--- config.mk ---
export PLATFORM = sky130hd
export DESIGN_NAME = desc_reply_engine
export DESIGN_NICKNAME = d
export VERILOG_FILES = /design/src/rtl/desc_reply_pkg.sv /design/src/rtl/dr_regfile.sv /design/src/rtl/dr_chunk.sv /design/src/rtl/dr_fsm.sv /design/src/rtl/desc_reply_engine.sv
export SDC_FILE = /design/constraint.sdc
export NUM_CORES = 1
export LEC_CHECK = 0
export ABC_CLOCK_PERIOD_IN_PS = 10000
export CAP_MARGIN = 20
export CORE_MARGIN = 3
export CORE_UTILIZATION = 56
export CTS_CLUSTER_SIZE = 25
export DETAILED_ROUTE_END_ITERATION = 7
export PLACE_DENSITY_LB_ADDON = 0.08
export SLEW_MARGIN = 20
export SYNTH_ARGS = -nofsm -noshare
export SYNTH_HDL_FRONTEND = slang
export SYNTH_SLANG_ARGS = --single-unit
export TNS_END_PERCENT = 10
--- constraint.sdc ---
create_clock -name clk -period 10 [get_ports clk]
set_input_delay 2.5 -clock clk [delete_from_list [all_inputs] [get_ports clk]]
set_output_delay 2.5 -clock clk [all_outputs]
set_load 0.05 [all_outputs]
--- src/rtl/desc_reply_pkg.sv ---
package desc_reply_pkg;
    localparam int WORD_W = 16;
    localparam int BYTE_W = 8;
    localparam int SEL_W  = 3;

    localparam logic [SEL_W-1:0] SEL_ADDR_LO = 3'd0;
    localparam logic [SEL_W-1:0] SEL_ADDR_HI = 3'd1;
    localparam logic [SEL_W-1:0] SEL_SIZE_LO = 3'd2;
    localparam logic [SEL_W-1:0] SEL_SIZE_HI = 3'd3;
    localparam logic [SEL_W-1:0] SEL_CTRL    = 3'd4;

    typedef enum logic [1:0] {
        ST_IDLE     = 2'd0,
        ST_WAIT_IN  = 2'd1,
        ST_SEND     = 2'd2,
        ST_WAIT_ACK = 2'd3
    } dr_state_e;
endpackage

--- src/rtl/dr_regfile.sv ---
module dr_regfile
    import desc_reply_pkg::*;
#(
    parameter int MPS_W = 7
) (
    input  logic              clk,
    input  logic              rst_n,
    input  logic              cfg_wr,
    input  logic [SEL_W-1:0]  cfg_sel,
    input  logic [BYTE_W-1:0] cfg_wdata,
    input  logic              lock,
    input  logic              adv,
    input  logic [MPS_W-1:0]  adv_len,
    output logic [WORD_W-1:0] addr_q,
    output logic [WORD_W-1:0] size_q,
    output logic              start_req
);
    localparam int HI_LSB = WORD_W - BYTE_W;

    logic wr_ok;
    logic [WORD_W-1:0] step;

    assign wr_ok     = cfg_wr && !lock;
    assign step      = WORD_W'(adv_len);
    assign start_req = wr_ok && (cfg_sel == SEL_CTRL) && cfg_wdata[0];

    always_ff @(posedge clk) begin
        if (!rst_n) begin
            addr_q <= '0;
            size_q <= '0;
        end else if (adv) begin
            addr_q <= addr_q + step;
            size_q <= size_q - step;
        end else if (wr_ok) begin
            case (cfg_sel)
                SEL_ADDR_LO: addr_q[BYTE_W-1:0]      <= cfg_wdata;
                SEL_ADDR_HI: addr_q[WORD_W-1:HI_LSB] <= cfg_wdata;
                SEL_SIZE_LO: size_q[BYTE_W-1:0]      <= cfg_wdata;
                SEL_SIZE_HI: size_q[WORD_W-1:HI_LSB] <= cfg_wdata;
                default: ;
            endcase
        end
    end


    cfg_locked_chk: assert property (@(posedge clk) disable iff (!rst_n)
        (lock && !adv) |=> ($stable(addr_q) && $stable(size_q)));


    size_floor_chk: assert property (@(posedge clk) disable iff (!rst_n)
        adv |-> (size_q >= step));
endmodule

--- src/rtl/dr_chunk.sv ---
module dr_chunk
    import desc_reply_pkg::*;
#(
    parameter int MPS_W = 7
) (
    input  logic [WORD_W-1:0] size_q,
    input  logic [MPS_W-1:0]  max_pkt,
    input  logic              short_pkt_en,
    output logic [MPS_W-1:0]  pkt_len,
    output logic              final_pkt
);
    logic [WORD_W-1:0] mps_w;
    logic              short_chunk;

    always_comb begin
        mps_w       = WORD_W'(max_pkt);
        short_chunk = size_q < mps_w;
        pkt_len     = short_chunk ? size_q[MPS_W-1:0] : max_pkt;
        final_pkt   = short_chunk || (!short_pkt_en && (size_q == mps_w));
    end
endmodule

--- src/rtl/dr_fsm.sv ---
module dr_fsm
    import desc_reply_pkg::*;
#(
    parameter int MPS_W = 7
) (
    input  logic              clk,
    input  logic              rst_n,
    input  logic              start_req,
    input  logic              in_token,
    input  logic              pkt_ack,
    input  logic              pkt_fail,
    input  logic [MPS_W-1:0]  pkt_len,
    input  logic              final_pkt,
    input  logic [MPS_W-1:0]  max_pkt,
    input  logic [WORD_W-1:0] addr_q,
    input  logic [BYTE_W-1:0] mem_rdata,
    output logic [WORD_W-1:0] mem_addr,
    output logic              tx_valid,
    output logic [BYTE_W-1:0] tx_data,
    output logic              tx_last,
    output logic              tx_empty,
    output logic              busy,
    output logic              adv
);
    dr_state_e        state, state_nx;
    logic [MPS_W-1:0] cnt;
    logic             at_end;

    assign at_end = (cnt == MPS_W'(pkt_len - 1'b1));

    always_ff @(posedge clk) begin
        if (!rst_n) begin
            state <= ST_IDLE;
            cnt   <= '0;
        end else begin
            state <= state_nx;
            if (state == ST_WAIT_IN)
                cnt <= '0;
            else if (tx_valid)
                cnt <= cnt + 1'b1;
        end
    end

    always_comb begin
        state_nx = state;
        unique case (state)
            ST_IDLE:     if (start_req) state_nx = ST_WAIT_IN;
            ST_WAIT_IN:  if (in_token) state_nx = ST_SEND;
            ST_SEND:     if (pkt_len == '0 || at_end) state_nx = ST_WAIT_ACK;
            ST_WAIT_ACK: begin
                if (pkt_ack)
                    state_nx = final_pkt ? ST_IDLE : ST_WAIT_IN;
                else if (pkt_fail)
                    state_nx = ST_WAIT_IN;
            end
            default:     state_nx = ST_IDLE;
        endcase
    end

    always_comb begin
        tx_valid = 1'b0;
        tx_last  = 1'b0;
        tx_empty = 1'b0;
        adv      = 1'b0;
        mem_addr = addr_q;
        busy     = (state != ST_IDLE);
        unique case (state)
            ST_IDLE:     ;
            ST_WAIT_IN:  ;
            ST_SEND: begin
                mem_addr = addr_q + WORD_W'(cnt);
                tx_empty = (pkt_len == '0);
                tx_valid = (pkt_len != '0);
                tx_last  = (pkt_len != '0) && at_end;
            end
            ST_WAIT_ACK: adv = pkt_ack;
            default:     ;
        endcase
        tx_data = tx_valid ? mem_rdata : '0;
    end


    pkt_cap_chk: assert property (@(posedge clk) disable iff (!rst_n)
        tx_valid |-> (cnt < max_pkt));


    mps_nonzero_chk: assert property (@(posedge clk) disable iff (!rst_n)
        busy |-> (max_pkt != '0));


    addr_step_chk: assert property (@(posedge clk) disable iff (!rst_n)
        (tx_valid && !tx_last) |=> (tx_valid && (mem_addr == WORD_W'($past(mem_addr) + 1'b1))));


    done_chk: assert property (@(posedge clk) disable iff (!rst_n)
        (adv && final_pkt) |=> !busy);


    retry_hold_chk: assert property (@(posedge clk) disable iff (!rst_n)
        (state == ST_WAIT_ACK && pkt_fail && !pkt_ack) |=> (state == ST_WAIT_IN && $stable(addr_q)));
endmodule

--- src/rtl/desc_reply_engine.sv ---
module desc_reply_engine
    import desc_reply_pkg::*;
#(
    parameter int MPS_W = 7
) (
    input  logic              clk,
    input  logic              rst_n,
    input  logic              cfg_wr,
    input  logic [2:0]        cfg_sel,
    input  logic [7:0]        cfg_wdata,
    input  logic [MPS_W-1:0]  max_pkt,
    input  logic              short_pkt_en,
    input  logic              in_token,
    input  logic              pkt_ack,
    input  logic              pkt_fail,
    output logic [15:0]       mem_addr,
    input  logic [7:0]        mem_rdata,
    output logic              tx_valid,
    output logic [7:0]        tx_data,
    output logic              tx_last,
    output logic              tx_empty,
    output logic              busy
);
    logic [WORD_W-1:0] addr_q, size_q;
    logic              start_req, adv, final_pkt;
    logic [MPS_W-1:0]  pkt_len;

    dr_regfile #(.MPS_W(MPS_W)) u_regs (
        .clk(clk), .rst_n(rst_n), .cfg_wr(cfg_wr), .cfg_sel(cfg_sel),
        .cfg_wdata(cfg_wdata), .lock(busy), .adv(adv), .adv_len(pkt_len),
        .addr_q(addr_q), .size_q(size_q), .start_req(start_req)
    );

    dr_chunk #(.MPS_W(MPS_W)) u_chunk (
        .size_q(size_q), .max_pkt(max_pkt), .short_pkt_en(short_pkt_en),
        .pkt_len(pkt_len), .final_pkt(final_pkt)
    );

    dr_fsm #(.MPS_W(MPS_W)) u_fsm (
        .clk(clk), .rst_n(rst_n), .start_req(start_req), .in_token(in_token),
        .pkt_ack(pkt_ack), .pkt_fail(pkt_fail), .pkt_len(pkt_len),
        .final_pkt(final_pkt), .max_pkt(max_pkt), .addr_q(addr_q),
        .mem_rdata(mem_rdata), .mem_addr(mem_addr), .tx_valid(tx_valid),
        .tx_data(tx_data), .tx_last(tx_last), .tx_empty(tx_empty),
        .busy(busy), .adv(adv)
    );


    tx_excl_chk: assert property (@(posedge clk) disable iff (!rst_n)
        $onehot0({tx_valid, tx_empty}));
endmodule

==> impl_metrics.env, run 1 <==
export IMPL_route_detailed_vias_per_inst=6.23
export IMPL_area_delta_synth_final_pct=20.6
export IMPL_min_period_ps=9590
export IMPL_design_final_nets=636
export IMPL_cts_made_buffers=5
export IMPL_chipWidth_um=90.6
export IMPL_synth_top_family_by_area="compound AO/OA/AOI/OAI gates"
export IMPL_start_kind="input pin"
export IMPL_synth_fp_nets=585
export IMPL_fmaxAchievable_mhz=104
export IMPL_insertedDiodeCount=0
export IMPL_synth_compound_gate_area_share_pct=24.4
export IMPL_place_detailed_instances=656
export IMPL_dp_final_hpwl_um=8670
export IMPL_worst_clock_skew_ps=6.50
export IMPL_first_pass_iters=5
export IMPL_grt_pass1_vias=3783
export IMPL_buffer_ports_inserted=60
export IMPL_path_buf_inv=4
export IMPL_synth_mux_area_fraction_pct=5.84
export IMPL_detail_route_iter0_violations=298
export IMPL_fp_coreArea_um2=6870
export IMPL_die_height_um=90.6
export IMPL_multi_input_area_um2=3000
export IMPL_vias=4140
export IMPL_avgSynthCellArea_um2=7.77
export IMPL_clkSinkCount=41
export IMPL_critPathMaxStageDelay_ps=580
export IMPL_postCtsResizedCells=0
export IMPL_min_period_over_period_pct=95.9
export IMPL_post_synth_xor_area_fraction_pct=8.21
export IMPL_maximum_buffer_depth_of_the_clock_tree=2
export IMPL_synth_seq_cells=41
export IMPL_grt_use_total_pct=27.7
export IMPL_globalRouteOverflowTotal=0
export IMPL_initial_utilization_pct=58.3
export IMPL_synth_distinct_cells=71
export IMPL_antenna_found_initial=0
export IMPL_drtAntennaViolNets=0
export IMPL_gp_congestion=0.959
export IMPL_cts_hold_repair_buffers=0
export IMPL_tightestPinTransition_ps=1040
export IMPL_area_sequential_um2=821
export IMPL_layout_cell_share_with_drive_strength_beyond_1_pct=6.51
export IMPL_yosys_most_used_dff="sky130_fd_sc_hd__dfxtp_1"
export IMPL_worst_setup_path_end_kind="output pin"
export IMPL_tritoncts="done"
export IMPL_p_leak_nw=1.98
export IMPL_worstHoldPathType="reg2reg"
export IMPL_synth_yosys_warnings=0
export IMPL_seq_area_frac_synth_pct=20.5
export IMPL_nFillCells=592
export IMPL_syn_std_cell_area_um2=4010
export IMPL_timing_final_max_slew_violations=0
export IMPL_crit_path_top_delay_cell="sky130_fd_sc_hd__or4_4"
export IMPL_max_slew_margin_rel_pct=30.4
export IMPL_outcome="complete, no violations"
export IMPL_grt_start_max_net_pins=36
export IMPL_critical_path_cell_chain="clkdlybuf4s50_1 > inv_1 > ha_1 > a21oi_1 > nor2b_1 > or4_4 > nor2_1 > nor2_1 > a21oi_1 > ha_1 > inv_1 > nor2_1 > xnor2_1 > o21ai_0 > or2_2 > mux4_2 > or4_4 > nor3_2 > buf_12"
export IMPL_setup_tns_final_ps=0
export IMPL_maxCapViolCount=0
export IMPL_number_of_synthesized_flops_with_an_enable_pin=0
export IMPL_critical_path_peak_fanout=8
export IMPL_design_portCount=61
export IMPL_dieArea_um2=8210
export IMPL_critical_path_top_delay_family="simple AND/OR/NAND/NOR gates"
export IMPL_cpMostUsedCell="sky130_fd_sc_hd__nor2_1"
export IMPL_grt_setup_unrepaired="false"
export IMPL_synth_cells=516
export IMPL_fp_row_count=30
export IMPL_post_cts_setup_buffer_count=0
export IMPL_timing_final_hold_violations=0
export IMPL_global_route_wire_length_before_repair_um=18700
export IMPL_clock_insertion_delay_worst_skew_ps=310
export IMPL_htree_num_levels=2
export IMPL_setup_viol=0
export IMPL_crit_required_ps=7500
export IMPL_synth_adder_area_share_pct=12.3
export IMPL_synthSimpleGateAreaFrac_pct=23.8
export IMPL_worstPathArrival_ps=7090
export IMPL_clkTransAtPathRegs_ps=90
export IMPL_async_reset_ff_share_pct=0
export IMPL_wl_per_cell_um=17.2
export IMPL_detail_route_wirelength_um=11400
export IMPL_p_per_area_nw_per_um2=146
export IMPL_cts_root_buffer="sky130_fd_sc_hd__clkbuf_8"
export IMPL_fin_worst_hold_slack_ps=524
export IMPL_drc=0
export IMPL_instances_no_fill=664
export IMPL_worstSetupPathType="in2out"
export IMPL_peakVddDrop_mv=0.0903
[routing by layer]
metal  track usage, %  wire length, um
met1             37.3             5030
met2             45.5             5320
met3             4.17              820
met5                0                0
met4             9.18              244
[final timing paths]
kind / from / to / slack, ps / cells after the start
setup / recovery: max_pkt[5] / tx_last / 410 / 19
hold / removal: u_fsm.state[1] / u_fsm.state[1] / 520 / 2
setup reg to reg: u_regs.size_q[11] / u_fsm.state[1] / 5240 / 16
hold reg to reg: u_fsm.state[1] / u_fsm.state[1] / 520 / 2
[Yosys cell counts (all sizes together), types with 3 or more instances]
library cell | number | share of area (%)
mux2 | 9 | 2.5
buf | 5 | 0.66
nor2 | 47 | 4.4
nand2 | 48 | 4.6
or3 | 7 | 1.1
and3 | 5 | 0.78
ha | 33 | 10
a21oi | 32 | 4.1
xor2 | 11 | 2.4
dfxtp | 41 | 20
nor4 | 6 | 1.5
nand3 | 16 | 2.0
o221ai | 4 | 0.87
a21o | 7 | 1.3
a211oi | 26 | 5.0
mux2i | 11 | 2.7
fa | 3 | 1.5
clkbuf | 15 | 1.4
o211ai | 3 | 0.56
nor2b | 4 | 0.62
o21ai | 26 | 3.2
and2 | 14 | 2.2
o31ai | 3 | 0.69
nand4 | 8 | 1.2
a31oi | 4 | 0.62
nor3 | 9 | 1.1
or2 | 3 | 0.47
or4 | 8 | 1.8
o21a | 7 | 1.3
nand2b | 5 | 0.78
a311oi | 6 | 1.3
inv | 31 | 2.9
xnor2 | 24 | 5.2
[through the flow]
| stage | setup WS, ps | total power [mW] | area (um^2) | utilization, % |
|---|---|---|---|---|
| floorplan | 357 | 0.443 | 4010 | - |
| global placement | 545 | 0.528 | 4690 | 68.3 |
| detailed placement | 404 | 0.534 | 4690 | 68.3 |
| CTS | 405 | 0.702 | 4830 | 70.3 |
| global route | 151 | 0.746 | 4830 | 70.3 |
| finish | 410 | 0.705 | 4830 | 70.3 |
[sequential cells by signal, summed over array words and instances, names as in the netlist]
| register | count |
|---|---|
| u_regs.size_q | 16 |
| u_fsm.cnt | 7 |
| u_regs.addr_q | 16 |
| u_fsm.state | 2 |
[cell families after synthesis]
logic type / Yosys count
AND/OR/NAND/NOR: 186
AO/OA/AOI/OAI: 143
buffers and inverters: 51
flip-flops: 41
adder cells (fa/ha/maj): 38
XOR/XNOR: 36
multiplexers: 21
[area by class of cell]
class | instances | share of cell area (%)
Inverter | 31 | 2.41
Timing Repair Buffer | 64 | 13.3
Clock buffer | 5 | 1.42
Clock inverter | 3 | 1.42
Sequential cell | 41 | 17.0
Tap cell | 96 | 2.49
Multi-Input combinational cell | 424 | 62.0
[where the power goes]
part | leakage (nW) | total [mW] | switching, mW | internal (mW)
clock | 0.0687 | 0.168 | 0.0673 | 0.101
combinational | 1.58 | 0.351 | 0.207 | 0.144
sequential | 0.332 | 0.186 | 0.0137 | 0.172
[worst reg2reg max path: stages, from the launching register on]
cell and delay, ps:
sky130_fd_sc_hd__dfxtp_1 390, sky130_fd_sc_hd__nor4_4 420, sky130_fd_sc_hd__nand2_2 150, sky130_fd_sc_hd__or4_4 550, sky130_fd_sc_hd__nor2_1 280, sky130_fd_sc_hd__nor2_1 70
sky130_fd_sc_hd__a21oi_1 200, sky130_fd_sc_hd__ha_1 230, sky130_fd_sc_hd__inv_1 90, sky130_fd_sc_hd__nor2_1 140, sky130_fd_sc_hd__xnor2_1 140, sky130_fd_sc_hd__o21ai_0 110
sky130_fd_sc_hd__or2_2 310, sky130_fd_sc_hd__mux4_2 440, sky130_fd_sc_hd__or4_4 580, sky130_fd_sc_hd__o31ai_2 380, sky130_fd_sc_hd__mux2i_1 210
[placed cells by master, fill, tap and decap left out, types with 3 or more instances in the layout]
cell                              netlist  final
sky130_fd_sc_hd__and3_1                 5      5
sky130_fd_sc_hd__a21oi_1               31     30
sky130_fd_sc_hd__clkdlybuf4s50_1        0     59
sky130_fd_sc_hd__buf_4                  0      4
sky130_fd_sc_hd__nor3_1                 9      8
sky130_fd_sc_hd__xnor2_1               24     24
sky130_fd_sc_hd__nand3_1               16     16
sky130_fd_sc_hd__a211oi_1              25     25
sky130_fd_sc_hd__or4_4                  3      3
sky130_fd_sc_hd__ha_1                  33     33
sky130_fd_sc_hd__mux2i_1               11     11
sky130_fd_sc_hd__nor4_1                 4      4
sky130_fd_sc_hd__inv_1                 30     30
sky130_fd_sc_hd__o211ai_1               3      3
sky130_fd_sc_hd__or4_1                  5      5
sky130_fd_sc_hd__a31oi_1                4      4
sky130_fd_sc_hd__nand4_1                8      8
sky130_fd_sc_hd__or3_1                  7      7
sky130_fd_sc_hd__mux2_2                 9      9
sky130_fd_sc_hd__nor2_1                47     47
sky130_fd_sc_hd__xor2_1                11     11
sky130_fd_sc_hd__o221ai_1               4      4
sky130_fd_sc_hd__nor2b_1                4      4
sky130_fd_sc_hd__fa_1                   3      3
sky130_fd_sc_hd__nand2b_1               5      5
sky130_fd_sc_hd__a311oi_1               6      6
sky130_fd_sc_hd__o21ai_0               25     25
sky130_fd_sc_hd__dfxtp_1               41     41
sky130_fd_sc_hd__a21o_1                 7      7
sky130_fd_sc_hd__and2_1                14     14
sky130_fd_sc_hd__nand2_1               47     47
sky130_fd_sc_hd__clkbuf_8               0      5
sky130_fd_sc_hd__o21a_1                 7      7
Power figures use the tool's default switching activity.
==> run 2, diff against run 1 <==
--- a/config.mk
+++ b/config.mk
@@ -7,13 +7,13 @@
 export LEC_CHECK = 0
 export ABC_CLOCK_PERIOD_IN_PS = 10000
 export CAP_MARGIN = 20
-export CORE_MARGIN = 3
-export CORE_UTILIZATION = 56
+export CORE_UTILIZATION = 46
 export CTS_CLUSTER_SIZE = 25
 export DETAILED_ROUTE_END_ITERATION = 7
 export PLACE_DENSITY_LB_ADDON = 0.08
 export SLEW_MARGIN = 20
 export SYNTH_ARGS = -nofsm -noshare
 export SYNTH_HDL_FRONTEND = slang
+export SYNTH_HIERARCHICAL = 1
 export SYNTH_SLANG_ARGS = --single-unit
 export TNS_END_PERCENT = 10
==> impl_metrics.env, run 2 <==
export IMPL_power_frac_clock_pct=18.4
export IMPL_buffer_ports_inserted=60
export IMPL_chipWidth_um=94.6
export IMPL_worst_setup_slack_before_clock_tree_synthesis_ps=465
export IMPL_sequentialPowerShare_pct=29.2
export IMPL_grt_start_max_net_pins=31
export IMPL_detail_route_iter0_violations=188
export IMPL_reg_top3="u_regs/addr_q (16), u_regs/size_q (16), u_fsm/cnt (7)"
export IMPL_power_switching_fraction_pct=42.7
export IMPL_syn_std_cell_area_um2=3950
export IMPL_setup_tns_final_ps=0
export IMPL_htree_num_levels=2
export IMPL_p_leak_nw=1.89
export IMPL_avgSynthCellArea_um2=8.20
export IMPL_post_synth_top_area_cell="sky130_fd_sc_hd__dfxtp_1"
export IMPL_synth_yosys_warnings=6
export IMPL_synth_most_common_cell="sky130_fd_sc_hd__nor2_1"
export IMPL_timing_final_max_slew_violations=0
export IMPL_fp_row_count=33
export IMPL_min_period_over_period_pct=95.4
export IMPL_max_slew_margin_rel_pct=41.0
export IMPL_post_cts_setup_buffer_count=0
export IMPL_insertedDiodeCount=0
export IMPL_p_comb_share_pct=52.4
export IMPL_synth_largest_type_area_fraction_pct=20.8
export IMPL_detail_route_wirelength_um=10700
export IMPL_postCtsResizedCells=0
export IMPL_final_design_area_excluding_fillers_um2=4720
export IMPL_die_height_um=94.6
export IMPL_fp_coreArea_um2=8260
export IMPL_number_of_synthesized_flops_with_an_enable_pin=0
export IMPL_layout_cell_share_with_drive_strength_beyond_1_pct=8.21
export IMPL_design_final_nets=608
export IMPL_cts_hold_repair_buffers=0
export IMPL_tightestPinTransition_ps=879
export IMPL_synth_fp_nets=553
export IMPL_drtAntennaViolNets=0
export IMPL_drc=0
export IMPL_synth_distinct_cells=63
export IMPL_dp_final_hpwl_um=7910
export IMPL_place_detailed_instances=634
export IMPL_worstHoldPathType="reg2reg"
export IMPL_worstSetupPathType="in2out"
export IMPL_cts_made_buffers=5
export IMPL_clock_insertion_delay_worst_skew_ps=300
export IMPL_timing_final_hold_violations=0
export IMPL_fmaxAchievable_mhz=105
export IMPL_dpl_cell_area_um2=4630
export IMPL_first_pass_iters=5
export IMPL_p_int_mw=0.361
export IMPL_min_period_ps=9540
export IMPL_synth_seq_cells=41
export IMPL_async_reset_ff_share_pct=0
export IMPL_power_switching_mw=0.269
export IMPL_vias=3795
export IMPL_grt_pass1_vias=3601
export IMPL_wl_per_cell_um=16.7
export IMPL_dieArea_um2=8950
export IMPL_seq_area_frac_synth_pct=20.8
export IMPL_maximum_buffer_depth_of_the_clock_tree=2
export IMPL_clkSinkCount=41
export IMPL_global_route_wire_length_before_repair_um=17300
export IMPL_start_kind="input pin"
export IMPL_worstPathArrival_ps=7040
export IMPL_design_portCount=61
export IMPL_layout_cells_most_common="sky130_fd_sc_hd__clkdlybuf4s50_1"
export IMPL_critical_path_peak_fanout=8
export IMPL_grt_use_total_pct=24.8
export IMPL_cts_root_buffer="sky130_fd_sc_hd__clkbuf_8"
export IMPL_worst_clock_skew_ps=11.1
export IMPL_initial_utilization_pct=47.8
export IMPL_most_frequent_cells_in_the_layout="60 x sky130_fd_sc_hd__clkdlybuf4s50_1, 47 x sky130_fd_sc_hd__nor2_1, 41 x sky130_fd_sc_hd__dfxtp_1"
export IMPL_synth_area_leaders="sky130_fd_sc_hd__dfxtp_1 21%, sky130_fd_sc_hd__ha_1 11%, sky130_fd_sc_hd__mux2_2 6.3%"
export IMPL_crit_required_ps=7500
export IMPL_area_delta_synth_final_pct=19.6
export IMPL_synth_commonest_cells="47 x sky130_fd_sc_hd__nor2_1, 41 x sky130_fd_sc_hd__dfxtp_1, 36 x sky130_fd_sc_hd__ha_1, 35 x sky130_fd_sc_hd__a21oi_1, 32 x sky130_fd_sc_hd__inv_1"
export IMPL_peakVddDrop_mv=0.0527
export IMPL_fin_worst_hold_slack_ps=489
export IMPL_grt_setup_unrepaired="false"
export IMPL_synth_cells=481
export IMPL_yosys_most_used_dff="sky130_fd_sc_hd__dfxtp_1"
export IMPL_maxCapViolCount=0
export IMPL_worst_setup_path_end_kind="output pin"
export IMPL_antenna_found_initial=0
export IMPL_globalRouteOverflowTotal=0
export IMPL_outcome="complete, no violations"
export IMPL_route_detailed_vias_per_inst=5.92
export IMPL_gp_congestion=0.887
export IMPL_tritoncts="done"
export IMPL_clkTransAtPathRegs_ps=80
export IMPL_setup_viol=0
export IMPL_p_per_area_nw_per_um2=134
export IMPL_min_setup_slack_post_route_ps=462
export IMPL_instances_no_fill=641
## run 2: cell types whose count changed after synthesis, sizes merged, moves of 4 or more
cell and delta:
xor2 +7, or4 -7, and2 -12, clkbuf -4
nand2 -24, and3 +13, o21ai -10, nand3 -5
xnor2 -4, or3 -5, mux2 +14
## run 2: power groups by stage
| stage | logic [mW] | clock network [mW] | registers [mW] |
|---|---|---|---|
| 5_1_grt | 0.363 | 0.127 | 0.186 |
| 4_1_cts | 0.328 | 0.121 | 0.184 |
| 3_5_place_dp | 0.326 | 0 | 0.188 |
| 3_3_place_gp | 0.324 | 0 | 0.188 |
| 2_1_floorplan | 0.247 | 0 | 0.184 |
| 6_report | 0.330 | 0.116 | 0.184 |
## run 2: path summary, 6_finish.rpt
| kind | start | end | slack [ps] | depth (start not counted) |
|---|---|---|---|---|
| worst max-delay path | max_pkt[1] | tx_last | 460 | 14 |
| worst min-delay path | u_regs/size_q[15] | u_regs/size_q[15] | 490 | 1 |
| worst min register to register | u_regs/size_q[15] | u_regs/size_q[15] | 490 | 1 |
| worst max register to register | u_regs/size_q[1] | u_regs/size_q[8] | 5960 | 13 |
## run 2: layout make-up
cell class | count | area (um^2)
fill | 787 | 3540
sequential | 41 | 821
timing repair buffer | 61 | 608
multi-input combinational | 392 | 2940
clock inverter | 1 | 7.51
clock buffer | 6 | 82.6
tap | 105 | 131
inverter | 35 | 131
## run 2: layer usage
metal,wire length [um],share of wire (%),up-vias,GRT usage (%)
met5,0,0,-,0
met2,5020,47,120,42.0
met3,561,5.2,18,2.82
met4,274,2.6,0,9.34
li1,-,-,1887,-
met1,4850,45,1770,32.0
## run 2: critical path, stage by stage
cell,delay (ps)
sky130_fd_sc_hd__clkdlybuf4s50_1,480
sky130_fd_sc_hd__inv_1,50
sky130_fd_sc_hd__ha_1,300
sky130_fd_sc_hd__nor2b_1,130
sky130_fd_sc_hd__o211ai_1,160
sky130_fd_sc_hd__a21oi_1,120
sky130_fd_sc_hd__nor4b_4,470
sky130_fd_sc_hd__mux2_2,490
sky130_fd_sc_hd__or4_1,560
sky130_fd_sc_hd__or3_4,350
sky130_fd_sc_hd__a2111oi_4,390
sky130_fd_sc_hd__nand3_1,110
sky130_fd_sc_hd__nor2_1,110
sky130_fd_sc_hd__clkdlybuf4s50_1,810
## run 2: kinds of logic (layout without fill, tap and decap cells)
group	Yosys count	after routing	synth area share, %
simple gates	148	148	20.1
compound gates	133	133	23.5
buf+inv	48	103	4.76
flops	41	41	20.8
fa+ha+maj	39	39	12.9
xor+xnor	38	38	8.43
mux	34	34	9.45
## run 2: per-stage QoR
stage,power [mW],util [%]
3_5_place_dp,0.514,56.1
6_report,0.630,57.2
3_3_place_gp,0.511,56.1
2_1_floorplan,0.431,-
4_1_cts,0.633,57.2
5_1_grt,0.675,57.2
